**config.mk**
```make
export PLATFORM = sky130hd
export DESIGN_NAME = ifetch_census
export DESIGN_NICKNAME = d
export VERILOG_FILES = /design/src/rtl/ifc_pkg.sv /design/src/rtl/ifc_fetch_qual.sv /design/src/rtl/ifc_mask_fsm.sv /design/src/rtl/ifc_tally.sv /design/src/rtl/ifetch_census.sv
export SDC_FILE = /design/constraint.sdc
export NUM_CORES = 1
export LEC_CHECK = 0
export ABC_CLOCK_PERIOD_IN_PS = 1810
export CORE_MARGIN = 2
export CORE_UTILIZATION = 45
export DETAILED_ROUTE_END_ITERATION = 8
export MAX_ROUTING_LAYER = met4
export PLACE_DENSITY = 0.75
export SYNTH_ARGS = -nofsm -noshare
export SYNTH_HDL_FRONTEND = slang
export SYNTH_SLANG_ARGS = --single-unit
```
**constraint.sdc**
```tcl
create_clock -name clk -period 1.81 [get_ports clk]
set_input_delay 0.2715 -clock clk [delete_from_list [all_inputs] [get_ports clk]]
set_output_delay 0.2715 -clock clk [all_outputs]
set_load 0.02 [all_outputs]
```
**src/rtl/ifc_pkg.sv**
```systemverilog
package ifc_pkg;

    typedef enum logic [1:0] {
        ST_RUN  = 2'd0,
        ST_HALT = 2'd1,
        ST_EXIT = 2'd2
    } mask_state_t;

endpackage

```
**src/rtl/ifc_fetch_qual.sv**
```systemverilog
module ifc_fetch_qual (
    input  logic ifetch_req_n,
    input  logic mask,
    output logic fetch_hit,
    output logic count_en
);

    always_comb begin
        fetch_hit = ~ifetch_req_n;
        count_en  = fetch_hit & ~mask;
    end

endmodule

```
**src/rtl/ifc_mask_fsm.sv**
```systemverilog
module ifc_mask_fsm #(
    parameter int WIN_LEN = 3
) (
    input  logic clk,
    input  logic rst_n,
    input  logic fetch_hit,
    input  logic dbg_ack_raw,
    input  logic dbg_restart,
    output logic mask_o
);
    import ifc_pkg::*;

    localparam int WIN_W = (WIN_LEN < 2) ? 1 : $clog2(WIN_LEN);
    localparam logic [WIN_W-1:0] WIN_LAST = WIN_W'(WIN_LEN - 1);

    mask_state_t      state_q, state_d;
    logic [WIN_W-1:0] win_q, win_d;
    logic             raw_q;
    logic             ack_rose;

    assign ack_rose = dbg_ack_raw & ~raw_q;

    // state register
    always_ff @(posedge clk) begin
        if (!rst_n) begin
            state_q <= ST_RUN;
            win_q   <= '0;
            raw_q   <= 1'b0;
        end else begin
            state_q <= state_d;
            win_q   <= win_d;
            raw_q   <= dbg_ack_raw;
        end
    end

    // next-state logic
    always_comb begin
        state_d = state_q;
        win_d   = win_q;
        unique case (state_q)
            ST_RUN: begin
                win_d = '0;
                if (ack_rose) state_d = ST_HALT;
            end
            ST_HALT: begin
                win_d = '0;
                if (dbg_restart)       state_d = ST_EXIT;
                else if (!dbg_ack_raw) state_d = ST_RUN;
            end
            ST_EXIT: begin
                if (ack_rose) begin
                    state_d = ST_HALT;
                    win_d   = '0;
                end else if (fetch_hit) begin
                    if (win_q == WIN_LAST) begin
                        state_d = ST_RUN;
                        win_d   = '0;
                    end else begin
                        win_d = win_q + 1'b1;
                    end
                end
            end
            default: begin
                state_d = ST_RUN;
                win_d   = '0;
            end
        endcase
    end

    // outputs
    always_comb begin
        unique case (state_q)
            ST_RUN:  mask_o = 1'b0;
            ST_HALT: mask_o = 1'b1;
            ST_EXIT: mask_o = 1'b1;
            default: mask_o = 1'b0;
        endcase
    end

endmodule

```
**src/rtl/ifc_tally.sv**
```systemverilog
module ifc_tally #(
    parameter int CNT_W = 32
) (
    input  logic             clk,
    input  logic             rst_n,
    input  logic             count_en,
    input  logic             clr,
    output logic [CNT_W-1:0] count,
    output logic             pulse
);

    always_ff @(posedge clk) begin
        if (!rst_n) begin
            count <= '0;
            pulse <= 1'b0;
        end else begin
            pulse <= count_en;
            if (clr)           count <= '0;
            else if (count_en) count <= count + 1'b1;
        end
    end

endmodule

```
**src/rtl/ifetch_census.sv**
```systemverilog
module ifetch_census #(
    parameter int CNT_W   = 32,
    parameter int WIN_LEN = 3
) (
    input  logic             clk,
    input  logic             rst_n,
    input  logic             ifetch_req_n,
    input  logic             dbg_ack_raw,
    input  logic             dbg_restart,
    input  logic             tally_clr,
    output logic             dbg_ack_mod,
    output logic [CNT_W-1:0] fetch_tally,
    output logic             tally_pulse
);

    logic fetch_hit;
    logic count_en;

    ifc_fetch_qual u_qual (
        .ifetch_req_n (ifetch_req_n),
        .mask         (dbg_ack_mod),
        .fetch_hit    (fetch_hit),
        .count_en     (count_en)
    );

    ifc_mask_fsm #(.WIN_LEN(WIN_LEN)) u_fsm (
        .clk         (clk),
        .rst_n       (rst_n),
        .fetch_hit   (fetch_hit),
        .dbg_ack_raw (dbg_ack_raw),
        .dbg_restart (dbg_restart),
        .mask_o      (dbg_ack_mod)
    );

    ifc_tally #(.CNT_W(CNT_W)) u_tally (
        .clk      (clk),
        .rst_n    (rst_n),
        .count_en (count_en),
        .clr      (tally_clr),
        .count    (fetch_tally),
        .pulse    (tally_pulse)
    );

endmodule

```
==> flow_summary_export.csv <==
group,metric,value,unit
power_and_ir_drop,peakVddDrop,400.6,uV
synth,async_flop_share,0,%
global_routing,grt-ovfl-total,0,
synth,synthXorXnorAreaFrac,4.692,%
status,failed_checks,"negative setup slack",
final_layout,nNetsFinal,308,
route,avgRoutedWirePerCell,14.74,um
timing,fin_ws,-0.1098,ns
synth,synth_cell_types,30,
synth,yosysTopAreaCell,"dfxtp_1",
power_and_ir_drop,switching_power,398.4,uW
clock_network,cts_hold_buf,0,
setup_path,critical_path.endpoint_type,"flop",
synth,synth_edf_count,0,
clock_network,cts_buffer_depth,2,
clock_network,clock-root-buffer,"clkbuf_8",
hold_path,worstHoldPathType,"flop to flop",
timing,slew-limit-headroom,75.23,%
synth,syn_area,0.001867,sq mm
setup_path,slowest_delay,0.42,ns
synth,synth.most_common_cell,"dfxtp_1",
setup_path,worstPathArrival,2.14,ns
synth,synth_fa_ha_area_share,3.351,%
final_layout,area_growth,47.65,%
route,dr.pass1.iters,4,
clock_network,clock-sinks,38,
die,die_h,68.41,um
clock_network,clock_latency,0.29,ns
synth,synth-simple-area-share,29.36,%
setup_path,path_max_fanout,4,
die,core_area,0.004000,sq mm
placement,dpl.hpwl,3426,um
global_routing,track_usage,23.14,%
timing,final.setup_skew,0.007862,ns
setup_path,required,2.03,ns
synth,muxShareOfSynthArea,0.6032,%
hold_path,min_path_cells,2,
status,status,"finished with violations",
hold_path,hold_path.startpoint,"u_fsm.win_q[1]",
route,vias,1975,
power_and_ir_drop,pwr-share-seq,52.1,%
synth,syn_inst,217,
placement,place_congestion,0.8096,
power_and_ir_drop,p_total,1650,uW
run,drv_cap,0,
global_routing,grt_max_degree,16,
timing,finalHoldViolCount,0,
setup_path,reg2reg_slack,-0.11,ns
final_layout,drive_above_1_share,23.83,%
route,wl,5129,um
setup_path,slowest_stage,"or4_4",
timing,fmax,0.5209,GHz
placement,dp_slack,-0.2568,ns
clock_network,htreeDepth,2,
route,drc,0,
timing,rsz0062_at_grt,"true",
synth,synth_top_family_by_area,"simple AND/OR/NAND/NOR gates",
setup_path,r2r_end,"u_tally.count[25]",
power_and_ir_drop,p_clk_share,36.5,%
global_routing,grt_pass1_vias,1824,
synth,yosysSeqAreaShare,40.75,%
power_and_ir_drop,p_int,1251,uW
global_routing,antenna_found_initial,0,
power_and_ir_drop,comb_power_share,11.4,%
clock_network,cts_inserted_buffers,5,
timing,worst_pin_slew,0.3667,ns
timing,finalSetupViolCount,8,
synth,synth.area.top_cells,"dfxtp_1 (41%), a21oi_1 (6.7%), or4_1 (5.6%)",
die,pin_count,40,
setup_path,path_cells,"inv_2 -> ha_4 -> and4bb_2 -> nand4_1 -> buf_4 -> or4_4 -> a21oi_2",
route,ant_nets,0,
timing,period_share,106.1,%
synth,syn_nets,228,
synth,synth_top_area_share,40.75,%
synth,ys_ff_latch,38,
clock_network,path_clk_slew,0.08,ns
final_layout,n_antenna_cell,0,
setup_path,worst-r2r-cell-count,7,
die,die-area,0.004680,sq mm
synth,yosysWarnings,0,
power_and_ir_drop,p_sw_share,24.15,%
placement,portBuffers,39,
power_and_ir_drop,power_density,598.5,mW/mm^2
setup_path,worstReg2RegStart,"u_fsm.state_q[1]",
synth,synth.avg_cell_area,8.603,sq um
timing,worst_hold_slack,0.5055,ns
die,start_util,46.67,%
die,die_w,68.41,um
power_and_ir_drop,p_leak,0.001004,uW
setup_path,startpoint_type,"flop",
clock_network,cts_tree,"yes",
timing,period_needed,1.920,ns
route,viasPerCell,5.675,
setup_path,crit_type,"flop to flop",
hold_path,hold_path_end,"u_fsm.win_q[1]",
synth,synth_compound_gate_area_share,15.95,%
synth,ys_dominant_reg_cell,"dfxtp_1",
die,num_rows,23,
timing,finalMaxSlewViolations,0,
route,drt_iter0_markers,110,
global_routing,grt_pass1_wl,7983,um
synth,synthTopCellsByCount,"dfxtp_1 (38), a21oi_1 (25), nand2_1 (15), nor2_1 (15), or4_1 (14)",
[power by group through the flow]
| stage | Sequential, uW | Combinational (uW) | Clock [uW] |
|---|---|---|---|
| 6_report | 859 | 188 | 603 |
| 5_1_grt | 860 | 206 | 653 |
| 4_1_cts | 859 | 188 | 615 |
| 3_5_place_dp | 878 | 192 | 0 |
| 3_3_place_gp | 878 | 187 | 0 |
| 2_1_floorplan | 885 | 106 | 0 |
[through the flow]
step | cell area [sq um] | setup TNS [ns] | cells | utilization, %
final | 2756 | -0.2365 | 348 | 68.91
after global routing | 2756 | -1.088 | 348 | 68.91
after detailed placement | 2540 | -2.922 | 331 | 63.50
after global placement | 2540 | -2.132 | 331 | 63.50
after CTS | 2658 | -0.1543 | 342 | 66.44
after floorplan | 1896 | 0 | 217 | -
[what timing repair did]
item	CTS	global route
endpoints found under the setup margin	13	20
gates cloned	1	1
endpoints found under the hold margin	0	0
resized for setup	1	13
pin swaps	5	9
setup buffers	2	5
[per-layer routing]
metal / track usage, % / routed length (um)
met4: 7.250 / 83
met5: - / 0
met3: 5.428 / 222
met1: 27.07 / 2251
met2: 39.06 / 2571
[placed cells by master, fill, tap and decap left out, types with 2 or more instances in the layout]
cell type / netlist / final
dfxtp_2: 0 / 4
and3_1: 3 / 3
nand2_2: 0 / 2
o31ai_1: 11 / 11
dfxtp_1: 38 / 34
nor2_1: 15 / 15
nor3_1: 3 / 2
or4_1: 14 / 12
a21oi_2: 0 / 2
inv_1: 10 / 8
and2_1: 3 / 3
a21oi_1: 25 / 23
nand3_1: 8 / 8
and4_2: 0 / 2
clkdlybuf4s50_1: 0 / 38
xor2_1: 8 / 8
clkbuf_8: 0 / 6
or4_4: 0 / 2
inv_2: 0 / 2
o21ai_0: 11 / 11
ha_1: 5 / 4
nand4_4: 1 / 2
nand4_1: 13 / 13
nand2b_1: 2 / 2
nand2_1: 15 / 13
or3_1: 8 / 8
buf_4: 0 / 41
and4_1: 5 / 3
xnor2_1: 2 / 2
[worst max-delay path by stage]
stage | startpoint | to | slack, ns | depth (start not counted)
6_report | u_fsm.state_q[1] | u_tally.count[25] | -0.11 | 7
5_1_grt | u_fsm.state_q[1] | u_tally.count[25] | -0.16 | 7
4_1_cts | u_fsm.state_q[1] | u_tally.count[15] | -0.05 | 7
3_5_place_dp | ifetch_req_n | u_tally.count[26] | -0.26 | 5
3_3_place_gp | ifetch_req_n | u_tally.count[31] | -0.17 | 5
2_1_floorplan | u_fsm.state_q[1] | u_tally.count[19] | 0.003 | 7
[worst max-delay path, delay by kind of cell, from the launching register on]
family	cells	cell delay, ns
adders and majority gates	1	0.24
and+or+nand+nor	3	0.90
buffers and inverters	2	0.25
AOI/OAI and AO/OA	1	0.13
DFF	1	0.34
[state kept, by name, indices dropped and copies added (netlist names)]
| register | flops |
|---|---|
| u_fsm.raw_q | 1 |
| u_fsm.state_q | 2 |
| u_fsm.win_q | 2 |
| u_tally.count | 32 |
| u_tally.pulse | 1 |
[final cells by class]
cell class | count | area, sq um
Sequential cell | 38 | 765.7
Clock inverter | 1 | 5.005
Multi-Input combinational cell | 161 | 1091
Tap cell | 50 | 62.56
Inverter | 10 | 37.54
Fill cell | 335 | 1244
Timing Repair Buffer | 81 | 708.2
Clock buffer | 7 | 86.33
[cell families after synthesis]
family	Yosys count
and+or+nand+nor	92
adders and majority gates	5
AOI/OAI and AO/OA	51
buffers and inverters	20
DFF	38
muxes	1
xor gates and xnor gates	10
No activity file was read; power rests on OpenSTA's default activity.
